**config.mk**
```make
export PLATFORM = sky130hd
export DESIGN_NAME = trig_detect
export DESIGN_NICKNAME = d
export VERILOG_FILES = /design/src/rtl/trig_pkg.sv /design/src/rtl/trig_sync.sv /design/src/rtl/trig_xing.sv /design/src/rtl/trig_seq.sv /design/src/rtl/trig_detect.sv
export SDC_FILE = /design/constraint.sdc
export NUM_CORES = 1
export LEC_CHECK = 0
export ABC_CLOCK_PERIOD_IN_PS = 2300
export BUFFER_PORTS_ARGS = -buffer_cell sky130_fd_sc_hd__buf_2
export CAP_MARGIN = 20
export CORE_ASPECT_RATIO = 1.25
export CORE_MARGIN = 3
export CORE_UTILIZATION = 45
export CTS_CLUSTER_SIZE = 25
export DETAILED_ROUTE_END_ITERATION = 8
export PLACE_DENSITY = 0.72
export SETUP_SLACK_MARGIN = 0.4
export SLEW_MARGIN = 25
export SYNTH_ARGS = -nofsm -noshare
export SYNTH_HDL_FRONTEND = slang
export SYNTH_SLANG_ARGS = --single-unit
```
**constraint.sdc**
```tcl
create_clock -name clk -period 2.3 [get_ports clk]
set_input_delay 0.345 -clock clk [delete_from_list [all_inputs] [get_ports clk]]
set_output_delay 0.345 -clock clk [all_outputs]
set_load 0.005 [all_outputs]
```
**src/rtl/trig_pkg.sv**
```systemverilog
package trig_pkg;
   localparam int MODE_W = 4;

   localparam logic [MODE_W-1:0] MD_SOFT     = 4'd0;
   localparam logic [MODE_W-1:0] MD_C0_RISE  = 4'd1;
   localparam logic [MODE_W-1:0] MD_C0_FALL  = 4'd2;
   localparam logic [MODE_W-1:0] MD_C1_RISE  = 4'd3;
   localparam logic [MODE_W-1:0] MD_C1_FALL  = 4'd4;
   localparam logic [MODE_W-1:0] MD_EXT_RISE = 4'd5;
   localparam logic [MODE_W-1:0] MD_EXT_FALL = 4'd6;
   localparam logic [MODE_W-1:0] MD_GATE_LO  = 4'd7;
   localparam logic [MODE_W-1:0] MD_GATE_HI  = 4'd8;

   typedef enum logic [1:0] {
      ST_IDLE     = 2'd0,
      ST_WAIT_PRE = 2'd1,
      ST_ARMED    = 2'd2,
      ST_FIRED    = 2'd3
   } seq_state_t;
endpackage

```
**src/rtl/trig_sync.sv**
```systemverilog
module trig_sync #(
   parameter int STAGES = 2
) (
   input  logic clk,
   input  logic rst_n,
   input  logic d,
   output logic q
);
   if (STAGES < 1) begin : g_bad_stages
      $error("trig_sync: STAGES must be at least 1");
   end

   if (STAGES == 1) begin : g_single
      logic q_r;
      always_ff @(posedge clk or negedge rst_n) begin
         if (!rst_n) q_r <= 1'b0;
         else        q_r <= d;
      end
      assign q = q_r;
   end else begin : g_chain
      logic [STAGES-1:0] sr;
      always_ff @(posedge clk or negedge rst_n) begin
         if (!rst_n) sr <= '0;
         else        sr <= {sr[STAGES-2:0], d};
      end
      assign q = sr[STAGES-1];
   end
endmodule

```
**src/rtl/trig_xing.sv**
```systemverilog
module trig_xing #(
   parameter int SAMPLE_W = 8,
   parameter int LEVEL_W  = 4
) (
   input  logic                       clk,
   input  logic                       rst_n,
   input  logic [SAMPLE_W-1:0]        sample,
   input  logic signed [LEVEL_W-1:0]  level,
   output logic                       rise,
   output logic                       fall
);
   localparam int SHIFT = SAMPLE_W - LEVEL_W;

   logic signed [SAMPLE_W-1:0] smp_s;
   logic signed [LEVEL_W-1:0]  cur_nib;
   logic signed [LEVEL_W-1:0]  prev_nib;

   assign smp_s   = sample;
   assign cur_nib = LEVEL_W'(smp_s >>> SHIFT);

   always_ff @(posedge clk or negedge rst_n) begin
      if (!rst_n) prev_nib <= '0;
      else        prev_nib <= cur_nib;
   end

   assign rise = (prev_nib <  level) && (cur_nib >= level);
   assign fall = (prev_nib >= level) && (cur_nib <  level);
endmodule

```
**src/rtl/trig_seq.sv**
```systemverilog
module trig_seq
   import trig_pkg::*;
(
   input  logic clk,
   input  logic rst_n,
   input  logic start,
   input  logic skip_pre,
   input  logic pre_done,
   input  logic rec_done,
   input  logic irq_en,
   input  logic hit,
   output logic fire,
   output logic trig_evt,
   output logic armed,
   output logic irq
);
   seq_state_t state_q;

   assign armed = (state_q == ST_ARMED);
   assign fire  = armed && hit && !start && !rec_done;

   always_ff @(posedge clk or negedge rst_n) begin
      if (!rst_n) begin
         state_q  <= ST_IDLE;
         trig_evt <= 1'b0;
         irq      <= 1'b0;
      end else begin
         trig_evt <= fire;
         irq      <= rec_done && irq_en;
         if (start) begin
            state_q <= skip_pre ? ST_ARMED : ST_WAIT_PRE;
         end else if (rec_done) begin
            state_q <= ST_IDLE;
         end else begin
            unique case (state_q)
               ST_WAIT_PRE: if (pre_done) state_q <= ST_ARMED;
               ST_ARMED:    if (hit)      state_q <= ST_FIRED;
               default:     state_q <= state_q;
            endcase
         end
      end
   end
endmodule

```
**src/rtl/trig_detect.sv**
```systemverilog
module trig_detect
   import trig_pkg::*;
#(
   parameter int SAMPLE_W    = 8,
   parameter int LEVEL_W     = 4,
   parameter int SYNC_STAGES = 2
) (
   input  logic                      clk,
   input  logic                      rst_n,
   input  logic                      start,
   input  logic                      skip_pretrig,
   input  logic                      pretrig_done,
   input  logic                      rec_done,
   input  logic                      irq_en,
   input  logic                      trig_out_en,
   input  logic [MODE_W-1:0]         mode,
   input  logic signed [LEVEL_W-1:0] level,
   input  logic [SAMPLE_W-1:0]       ch0_sample,
   input  logic [SAMPLE_W-1:0]       ch1_sample,
   input  logic                      ext_trig_in,
   output logic                      trig_evt,
   output logic                      trig_pin,
   output logic                      armed,
   output logic                      gate_open,
   output logic                      irq
);
   localparam int NUM_CH = 2;

   if (LEVEL_W < 2 || LEVEL_W > SAMPLE_W) begin : g_bad_level
      $error("trig_detect: LEVEL_W must lie in 2..SAMPLE_W");
   end
   if (SYNC_STAGES < 2) begin : g_bad_sync
      $error("trig_detect: SYNC_STAGES must be at least 2");
   end

   logic [SAMPLE_W-1:0] smp_arr [NUM_CH];
   logic [NUM_CH-1:0]   ch_rise;
   logic [NUM_CH-1:0]   ch_fall;

   assign smp_arr[0] = ch0_sample;
   assign smp_arr[1] = ch1_sample;

   for (genvar c = 0; c < NUM_CH; c++) begin : g_ch
      trig_xing #(
         .SAMPLE_W (SAMPLE_W),
         .LEVEL_W  (LEVEL_W)
      ) u_xing (
         .clk    (clk),
         .rst_n  (rst_n),
         .sample (smp_arr[c]),
         .level  (level),
         .rise   (ch_rise[c]),
         .fall   (ch_fall[c])
      );
   end

   logic ext_s;
   logic ext_d;
   logic ext_rise;
   logic ext_fall;

   trig_sync #(.STAGES(SYNC_STAGES)) u_sync (
      .clk   (clk),
      .rst_n (rst_n),
      .d     (ext_trig_in),
      .q     (ext_s)
   );

   always_ff @(posedge clk or negedge rst_n) begin
      if (!rst_n) ext_d <= 1'b0;
      else        ext_d <= ext_s;
   end

   assign ext_rise = ext_s && !ext_d;
   assign ext_fall = !ext_s && ext_d;

   logic hit;
   logic ext_mode;
   logic gate_lvl;

   always_comb begin
      hit      = 1'b0;
      ext_mode = 1'b0;
      gate_lvl = 1'b0;
      case (mode)
         MD_SOFT:     hit = 1'b1;
         MD_C0_RISE:  hit = ch_rise[0];
         MD_C0_FALL:  hit = ch_fall[0];
         MD_C1_RISE:  hit = ch_rise[1];
         MD_C1_FALL:  hit = ch_fall[1];
         MD_EXT_RISE: begin hit = ext_rise; ext_mode = 1'b1; end
         MD_EXT_FALL: begin hit = ext_fall; ext_mode = 1'b1; end
         MD_GATE_LO:  gate_lvl = !ext_s;
         MD_GATE_HI:  gate_lvl = ext_s;
         default:     hit = 1'b0;
      endcase
   end

   logic fire;

   trig_seq u_seq (
      .clk      (clk),
      .rst_n    (rst_n),
      .start    (start),
      .skip_pre (skip_pretrig),
      .pre_done (pretrig_done),
      .rec_done (rec_done),
      .irq_en   (irq_en),
      .hit      (hit),
      .fire     (fire),
      .trig_evt (trig_evt),
      .armed    (armed),
      .irq      (irq)
   );

   always_ff @(posedge clk or negedge rst_n) begin
      if (!rst_n) trig_pin <= 1'b0;
      else        trig_pin <= fire && trig_out_en && !ext_mode;
   end

   assign gate_open = armed && gate_lvl;
endmodule

```
# Word-level counts from Yosys, hierarchy flattened
# Index checks and enable logic that the tools add are counted.
dict set report op_classes {
  order_cmp 8
  n_eq_ne 12
  mux 9
  n_reduce_logical 22
}
# operator n
set ops {}
lappend ops {{4-bit by 3-bit equality test with 1-bit output, second input constant} 4}
lappend ops {{4-bit >= comparator} 4}
lappend ops {{4-bit less-than comparator} 4}
lappend ops {{1-bit logical AND} 13}
lappend ops {{2-bit 2-to-1 mux} 5}
lappend ops {{4-bit by 2-bit equality test with 1-bit output, second input constant} 2}
lappend ops {{1-bit one-hot mux with 7 select lines} 1}
lappend ops {{1-bit logical NOT} 5}
lappend ops {{4-bit by 1-bit equality test with 1-bit output, second input constant} 1}
lappend ops {{4-bit equality test, second input constant} 1}
lappend ops {{4-bit logical NOT} 1}
lappend ops {{4-bit by 3-bit inequality test with 1-bit output, second input constant} 1}
lappend ops {{4-bit inequality test, second input constant} 1}
lappend ops {{2-bit one-hot mux with 2 select lines} 1}
lappend ops {{4-bit nonzero test} 1}
lappend ops {{3-bit AND reduction} 1}
lappend ops {{2-bit by 1-bit equality test with 1-bit output, second input constant} 1}
lappend ops {{2-bit equality test, second input constant} 1}
lappend ops {{1-bit one-hot mux with 2 select lines} 1}
lappend ops {{2-bit OR reduction} 1}
lappend ops {{1-bit 2-to-1 mux} 1}
dict set report word_totals {
  elab_cells 59
  ff_bits 16
  out_inout_bits 5
}

# Longest topological paths before layout
# Gate-level depths: netlist of run 1.
dict set report depth {
  word_depth 8
  ltp_mapped 8
  depth_no_buf 8
}

# Modules after synthesis
# Synthesis of run 1 repeated with hierarchy kept, for this count alone.
dict set report unflattened {
  hier_cells 102
  hier_area_um2 1126.1
}
# mod seq_area_each_um2 cells_per_inst instances area_per_inst_um2
set by_module_without_submodules {}
lappend by_module_without_submodules {trig_xing 100.1 30 2 325.3}
lappend by_module_without_submodules {trig_seq 100.1 21 1 229.0}
lappend by_module_without_submodules {trig_detect 50.0 19 1 196.4}
lappend by_module_without_submodules {trig_sync 50.0 2 1 50.0}

# Worst setup path after synthesis of run 1
# No wires, ideal clock.
dict set report synth_timing {
  path_kind {input-to-reg}
  start {input level[1]}
  end {register u_seq.state_q[1]}
  n_path_buf 0
  stages 8
  setup_time_ns 0.104
  slack_ns 0.548
  required_time_ns 2.196
  arrival_ns 1.649
  path_cell_list {inv_1 ha_1 nor2b_4 o21ai_2 a21oi_1 o32ai_2 nor4b_2 o41ai_2}
}
dict set report synth_between {
  elab_chain_cells 5
}
# element line
set synth_rtl {}
lappend synth_rtl {{start: declaration} trig_detect.sv:17} ;# input logic signed [LEVEL_W-1:0] level,
lappend synth_rtl {{4-bit >= comparator (tied with other cells)} trig_xing.sv:27} ;# assign fall = (prev_nib >= level) && (cur_nib < level);
lappend synth_rtl {{1-bit logical AND, on equally long branches} {trig_xing.sv:27, trig_xing.sv:26}}
lappend synth_rtl {{1-bit one-hot mux with 7 select lines *} trig_detect.sv:85} ;# case (mode)
lappend synth_rtl {{4-bit by 3-bit inequality test with 1-bit output (no line) *} n/a}
lappend synth_rtl {{3-bit AND reduction (no line) *} n/a}
lappend synth_rtl {{end signal: assignment} trig_seq.sv:31} ;# state_q <= skip_pre ? ST_ARMED : ST_WAIT_PRE;
lappend synth_rtl {{end signal: assignment} trig_seq.sv:38} ;# default: state_q <= state_q;
lappend synth_rtl {{end: declaration} trig_seq.sv:17} ;# seq_state_t state_q;
# Mark *: on every way between the ends. The rest lies on a longest branch, timed or not.
# A chain may end at the register's enable or synchronous reset.

# Worst setup path in the final report of run 1
dict set report layout_timing {
  start {register g_ch[0].u_xing.prev_nib[1]}
  end {register u_seq.state_q[0]}
}
dict set report layout_between {
  elab_chain_cells 5
}
# element line
set layout_rtl {}
lappend layout_rtl {{start: declaration} trig_xing.sv:16} ;# logic signed [LEVEL_W-1:0] prev_nib;
lappend layout_rtl {{start signal: assignment} trig_xing.sv:23} ;# else prev_nib <= cur_nib;
lappend layout_rtl {{4-bit >= comparator / 4-bit less-than comparator (equally long branches)} {trig_xing.sv:27, trig_xing.sv:26}}
lappend layout_rtl {{1-bit logical AND, on equally long branches} {trig_xing.sv:27, trig_xing.sv:26}}
lappend layout_rtl {{1-bit one-hot mux with 7 select lines *} trig_detect.sv:85}
lappend layout_rtl {{4-bit by 3-bit inequality test with 1-bit output (no line) *} n/a}
lappend layout_rtl {{3-bit AND reduction (no line) *} n/a}
# Marked as above.

==> metrics.csv, run 1 <==
stage,metric,value,unit
status,status,finished clean,
sta,slew_violations,0,
layout,nFillCells,248,
pwr,peakVddDrop,0.000279,V
floorplan,rows,20,
synthesis,synth_area_leaders,"dfrtp_1 (34%), ha_1 (19%), inv_1 (3.9%), o21ai_0 (3.4%), nor2_1 (2.9%)",
synthesis,yosysTopAreaCell,dfrtp_1,
layout,multi_input_area,722,um^2
layout,area.sequential,400,um^2
setup_path,crit_path_end_kind,flip-flop,
placed_design,io_buffers,29,
grt,grt_pass1_vias,952,
clock_tree,cts_buffers,3,
clock_tree,clock-sinks,16,
synthesis,synth_top_area_share,34.3,%
synthesis,avgSynthCellArea,9.81,um^2
sta,min_period,1770,ps
layout,antenna_cells,0,
floorplan,die_w,51.6,um
setup_path,worstRegToRegCells,7,
pwr,leakage,0.000694,uW
synthesis,ys_seq_elements,16,
synthesis,synth.distinct_cells,31,
synthesis,yosys_warnings,0,
hold_path,hold_path.class,input pin to flip-flop,
synthesis,syn-num-nets,170,
layout,postLayoutCoreUtil,57.1,%
drt,wl_per_cell,12.7,um
synthesis,synthCells,119,
sta,final_hold_viol_count,0,
floorplan,die_area,0.00325,mm^2
clock_tree,htreeDepth,1,
grt,grt_max_degree,17,
clock_tree,clkLatencyLatePin,290,ps
drt,route.detailed.drc,0,
setup_path,path_class,flip-flop to flip-flop,
placed_design,gp_congestion,0.818,
layout,drive_gt1_share,30.7,%
sta,period_share,77.0,%
drt,via_per_inst,5.30,
floorplan,ios,38,
setup_path,crit_fanout,3,
setup_path,cp.required,2480,ps
hold_path,holdPathStages,1,
grt,grt-ovfl-total,0,
sta,setup_viol,0,
floorplan,dieHeight,62.9,um
clock_tree,cts_tree,done,
flow_run,cap_violations,0,
drt,vias,986,
layout,nets,205,
sta,tns,0,ps
drt,ant_nets,0,
drt,drt-total-wl,2350,um
floorplan,initial_core_util,47.6,%
drt,first_iter_violations,7,
sta,relSlewSlack,74.9,%
setup_path,crit_path_start_kind,flip-flop,
synthesis,ys_seq_area_share,34.3,%
clock_tree,cts_root_buf,clkbuf_4,
clock_tree,cts_buffer_depth,2,
sta,fin_worst_skew,8.52,ps
floorplan,core_area,0.00245,mm^2
drt,firstDrtPassIters,3,
sta,worstMarginPinSlew,377,ps
grt,grt_pass1_wl,3700,um
sta,rsz0062_at_grt,false,
placed_design,hpwl,1940,um
sta,max_freq,564,MHz
grt,grt_usage,14.9,%
pwr,p_per_area,485,mW/mm^2
synthesis,synth_area,0.00117,mm^2
clock_tree,clk_pin_slew,100,ps
clock_tree,postCtsSetupBuffers,0,
setup_path,cp_data_arrival_time,1950,ps
layout,syn_to_final_growth,19.9,%
grt,antenna_found_initial,0,
[cells in the final DEF (no fill, tap or decap), drive strengths merged]
cell type and n:
nand4 1, nor2b 6, o21ai 10, buf 29
nor4 2, nand3 5, o21a 2, a21o 1
o32ai 1, nand2 7, o41ai 1, a21oi 6
clkbuf 4, ha 18, and2 2, dlygate4sd3 1
nand4b 1, nand2b 5, nor4b 2, nor3b 5
dfrtp 16, and4b 1, a221oi 1, nor2 9
nor3 4, o22ai 1, inv 12
[logic make-up (layout without fill, tap and decap cells)]
group | Yosys count | after routing | synth area share [%]
AOI/OAI and AO/OA | 23 | 23 | 14.6
adders and majority gates | 18 | 18 | 19.3
buffers and inverters | 12 | 46 | 3.86
DFF | 16 | 16 | 34.3
and+or+nand+nor | 50 | 50 | 28.0
[final timing paths]
path                                            start                          to  slack (ps)
setup / recovery           g_ch[0].u_xing.prev_nib[1]            u_seq.state_q[0]         530
max in group asynchronous                       rst_n  g_ch[0].u_xing.prev_nib[1]        1540
min in group asynchronous                       rst_n            u_seq.state_q[0]         490
setup reg to reg           g_ch[0].u_xing.prev_nib[1]            u_seq.state_q[0]         530
hold reg to reg                  u_sync.g_chain.sr[0]        u_sync.g_chain.sr[1]         360
hold / removal                            ext_trig_in        u_sync.g_chain.sr[0]         160
[flip-flops by register name, summed over array words and instances (netlist names)]
signal / cells
ext_d: 1
g_ch.u_xing.prev_nib: 8
trig_pin: 1
u_seq.irq: 1
u_seq.state_q: 2
u_seq.trig_evt: 1
u_sync.g_chain.sr: 2
[metal layers]
layer  vias up  track usage (%)  share of wire [%]
li1        493                -                  -
met1       459             16.0                 41
met2        27             27.1                 52
met3         7             2.63                5.1
met4         0             7.21                2.6
met5         -                0                  0
[stage by stage]
stage          instances  worst slack, ps  area, um^2  total power (uW)  hold slack (ps)
4_1_cts              186              488        1400               685              154
3_5_place_dp         181              308        1350               495              287
6_report             186              528        1400               680              159
3_3_place_gp         181              318        1350               486              282
2_1_floorplan        119              548        1170               429             49.4
5_1_grt              186              451        1400               722              149
[critical path: stages, from the launching register on]
cell and delay [ps]:
dfrtp_1 380, ha_1 290, nor2b_1 120, o21ai_0 70, a21oi_1 140, and4b_1 260, nor4b_2 350, a221oi_2 50
[final cells by class]
cell class | instances | share of cell area (%)
tap | 33 | 2.95
multi-input combinational | 91 | 51.6
clock buffer | 4 | 2.59
sequential | 16 | 28.6
timing repair buffer | 30 | 11.1
inverter | 12 | 3.22
[Yosys cell counts (all sizes together)]
| cell | number |
|---|---|
| nand2 | 7 |
| o22ai | 1 |
| a21oi | 6 |
| nor3b | 5 |
| and2 | 2 |
| nand4 | 1 |
| a221oi | 1 |
| nor2 | 9 |
| nor3 | 4 |
| nor4b | 2 |
| nor4 | 2 |
| nand3 | 5 |
| inv | 12 |
| ha | 18 |
| o41ai | 1 |
| nand2b | 5 |
| o21a | 2 |
| o21ai | 10 |
| nand4b | 1 |
| dfrtp | 16 |
| and4b | 1 |
| nor2b | 6 |
| o32ai | 1 |
| a21o | 1 |
[where the power goes]
| part | switching (uW) | total, uW | internal (uW) |
|---|---|---|---|
| sequential | 6.98 | 303 | 296 |
| clock | 93.2 | 190 | 96.4 |
| combinational | 100 | 187 | 86.6 |
[repair_timing]
action / 4_1_cts / 5_1_grt
endpoints found under the hold margin: 16 / 0
hold buffers: 1 / 0
gates resized for setup: 0 / 0
setup endpoints to repair: 0 / 1
Power figures use the tool's default switching activity.
==> inputs of run 2 (changes only) <==
--- a/config.mk
+++ b/config.mk
@@ -5,7 +5,7 @@
 export SDC_FILE = /design/constraint.sdc
 export NUM_CORES = 1
 export LEC_CHECK = 0
-export ABC_CLOCK_PERIOD_IN_PS = 2300
+export ABC_CLOCK_PERIOD_IN_PS = 1800
 export BUFFER_PORTS_ARGS = -buffer_cell sky130_fd_sc_hd__buf_2
 export CAP_MARGIN = 20
 export CORE_ASPECT_RATIO = 1.25
==> constraint.sdc (replaced) <==
create_clock -name clk -period 1.8 [get_ports clk]
set_input_delay 0.27 -clock clk [delete_from_list [all_inputs] [get_ports clk]]
set_output_delay 0.27 -clock clk [all_outputs]
set_load 0.005 [all_outputs]
==> metrics.csv, run 2 (synthesis results as in run 1) <==
stage,metric,value,unit
clock_tree,clkLatencyLatePin,300,ps
drt,wl_per_cell,12.9,um
pwr,leakage,0.000713,uW
drt,via_per_inst,5.33,
drt,firstDrtPassIters,4,
floorplan,rows,20,
floorplan,die_w,51.6,um
setup_path,r2r-end,u_seq.state_q[1],
setup_path,crit_fanout,3,
sta,slew_violations,0,
sta,setup_ws,70.1,ps
status,status,finished clean,
placed_design,place_area,0.00140,mm^2
layout,top_register,g_ch.u_xing.prev_nib,
setup_path,path_class,flip-flop to flip-flop,
clock_tree,cts_root_buf,clkbuf_4,
hold_path,hold_path_end,u_sync.g_chain.sr[0],
setup_path,r2r_start,g_ch[1].u_xing.prev_nib[1],
grt,antenna_found_initial,0,
layout,drive_gt1_share,38.5,%
grt,grt_pass1_vias,1048,
grt,grt-ovfl-total,0,
sta,period_share,96.1,%
clock_tree,cts_buffers,3,
sta,min_period,1730,ps
drt,first_iter_violations,4,
layout,syn_to_final_growth,25.8,%
grt,grt_max_degree,17,
setup_path,cp.required,1990,ps
sta,final_hold_viol_count,0,
hold_path,holdPathStages,1,
sta,fin_worst_skew,3.58,ps
sta,tns,0,ps
layout,mostFrequentLayoutCells,"buf_2 (29), ha_1 (16), dfrtp_1 (16), inv_1 (9), nor2_1 (9)",
setup_path,r2r_slack,70,ps
hold_path,holdCritStartpoint,ext_trig_in,
flow_run,cap_violations,0,
placed_design,hpwl,2030,um
setup_path,crit_path_start_kind,flip-flop,
pwr,fin_total_pwr,900,uW
layout,largestRegisters,"g_ch.u_xing.prev_nib (8), u_seq.state_q (2), u_sync.g_chain.sr (2)",
clock_tree,cts_tree,done,
pwr,p_per_area,612,mW/mm^2
drt,route.detailed.drc,0,
floorplan,initial_core_util,47.6,%
drt,ant_nets,0,
layout,final_common_cell,buf_2,
grt,grt_usage,17.4,%
layout,largest_register_ffs,8,
drt,vias,1007,
setup_path,crit_path_end_kind,flip-flop,
placed_design,gp_congestion,0.834,
setup_path,cp_data_arrival_time,1920,ps
floorplan,ios,38,
clock_tree,postCtsSetupBuffers,0,
clock_tree,clock-sinks,16,
floorplan,core_area,0.00245,mm^2
sta,max_freq,578,MHz
sta,worstMarginPinSlew,379,ps
grt,grt_pass1_wl,4280,um
layout,antenna_cells,0,
clock_tree,cts_buffer_depth,2,
layout,postLayoutCoreUtil,59.9,%
layout,final_area,0.00147,mm^2
layout,nFillCells,236,
floorplan,dieHeight,62.9,um
layout,nets,208,
sta,relSlewSlack,74.8,%
pwr,peakVddDrop,0.000422,V
clock_tree,htreeDepth,1,
hold_path,hold_path.class,input pin to flip-flop,
drt,drt-total-wl,2450,um
sta,setup_viol,0,
sta,rsz0062_at_grt,true,
placed_design,io_buffers,29,
setup_path,worstRegToRegCells,8,
clock_tree,clk_pin_slew,100,ps
floorplan,die_area,0.00325,mm^2
placed_design,dp_slack,-26.4,ps
## run 2: cell count changes in the layout (fill, tap and decap cells not counted), moves of 2 or more
cell,before,now
buf_4,0,3
ha_1,18,16
ha_4,0,2
inv_1,12,9
inv_2,0,3
nor3b_1,4,2
nor3b_2,1,3
## run 2: layout make-up
cell class / instances / area (um^2) / area share [%]
clock buffer: 4 / 36.3 / 2.47
inverter: 12 / 45.0 / 3.07
multi-input combinational: 91 / 768 / 52.3
sequential: 16 / 400 / 27.3
tap: 33 / 41.3 / 2.81
timing repair buffer: 33 / 178 / 12.1
## run 2: worst max path at each step
stage / depth (start not counted) / slack (ps) / start / end
2_1_floorplan: 7 / 190 / g_ch[1].u_xing.prev_nib[1] / u_seq.state_q[1]
3_3_place_gp: 10 / -20 / level[2] / u_seq.state_q[1]
3_5_place_dp: 9 / -30 / level[2] / u_seq.state_q[1]
4_1_cts: 8 / 50 / g_ch[1].u_xing.prev_nib[1] / u_seq.state_q[1]
5_1_grt: 8 / -50 / g_ch[1].u_xing.prev_nib[1] / u_seq.state_q[1]
6_report: 8 / 70 / g_ch[1].u_xing.prev_nib[1] / u_seq.state_q[1]
## run 2: metrics by stage
step | hold WS [ps] | instances
final | 69.7 | 189
after global routing | 67.2 | 189
after CTS | 68.8 | 189
after detailed placement | 206 | 184
after global placement | 206 | 184
after floorplan | -25.6 | 119
## run 2: timing repair
action                                  4_1_cts  5_1_grt
endpoints found under the hold margin        16        0
endpoints found under the setup margin        6        5
hold buffers                                  1        0
pin swaps                                     1        1
gates resized for setup                       5        0
## run 2: per-layer routing
layer | routed length [um] | global-route usage [%] | vias up
met5 | 0 | 0 | -
met4 | 53 | 8.85 | 0
met3 | 134 | 2.63 | 5
met2 | 1380 | 33.6 | 28
met1 | 877 | 16.8 | 478
li1 | - | - | 496
## run 2: worst max-delay path, stage by stage (launching register included)
cell and delay, ps:
dfrtp_1 380, ha_1 300, nor2b_4 140, o21ai_2 50, a21oi_2 140, o32ai_2 90
buf_4 150, nor4b_2 270, o41ai_2 90
## run 2: where the power goes
group	leakage, uW	internal [uW]	switching [uW]
Combinational	0.000498	126	134
Clock	0.0000210	124	127
Sequential	0.000194	379	10.8
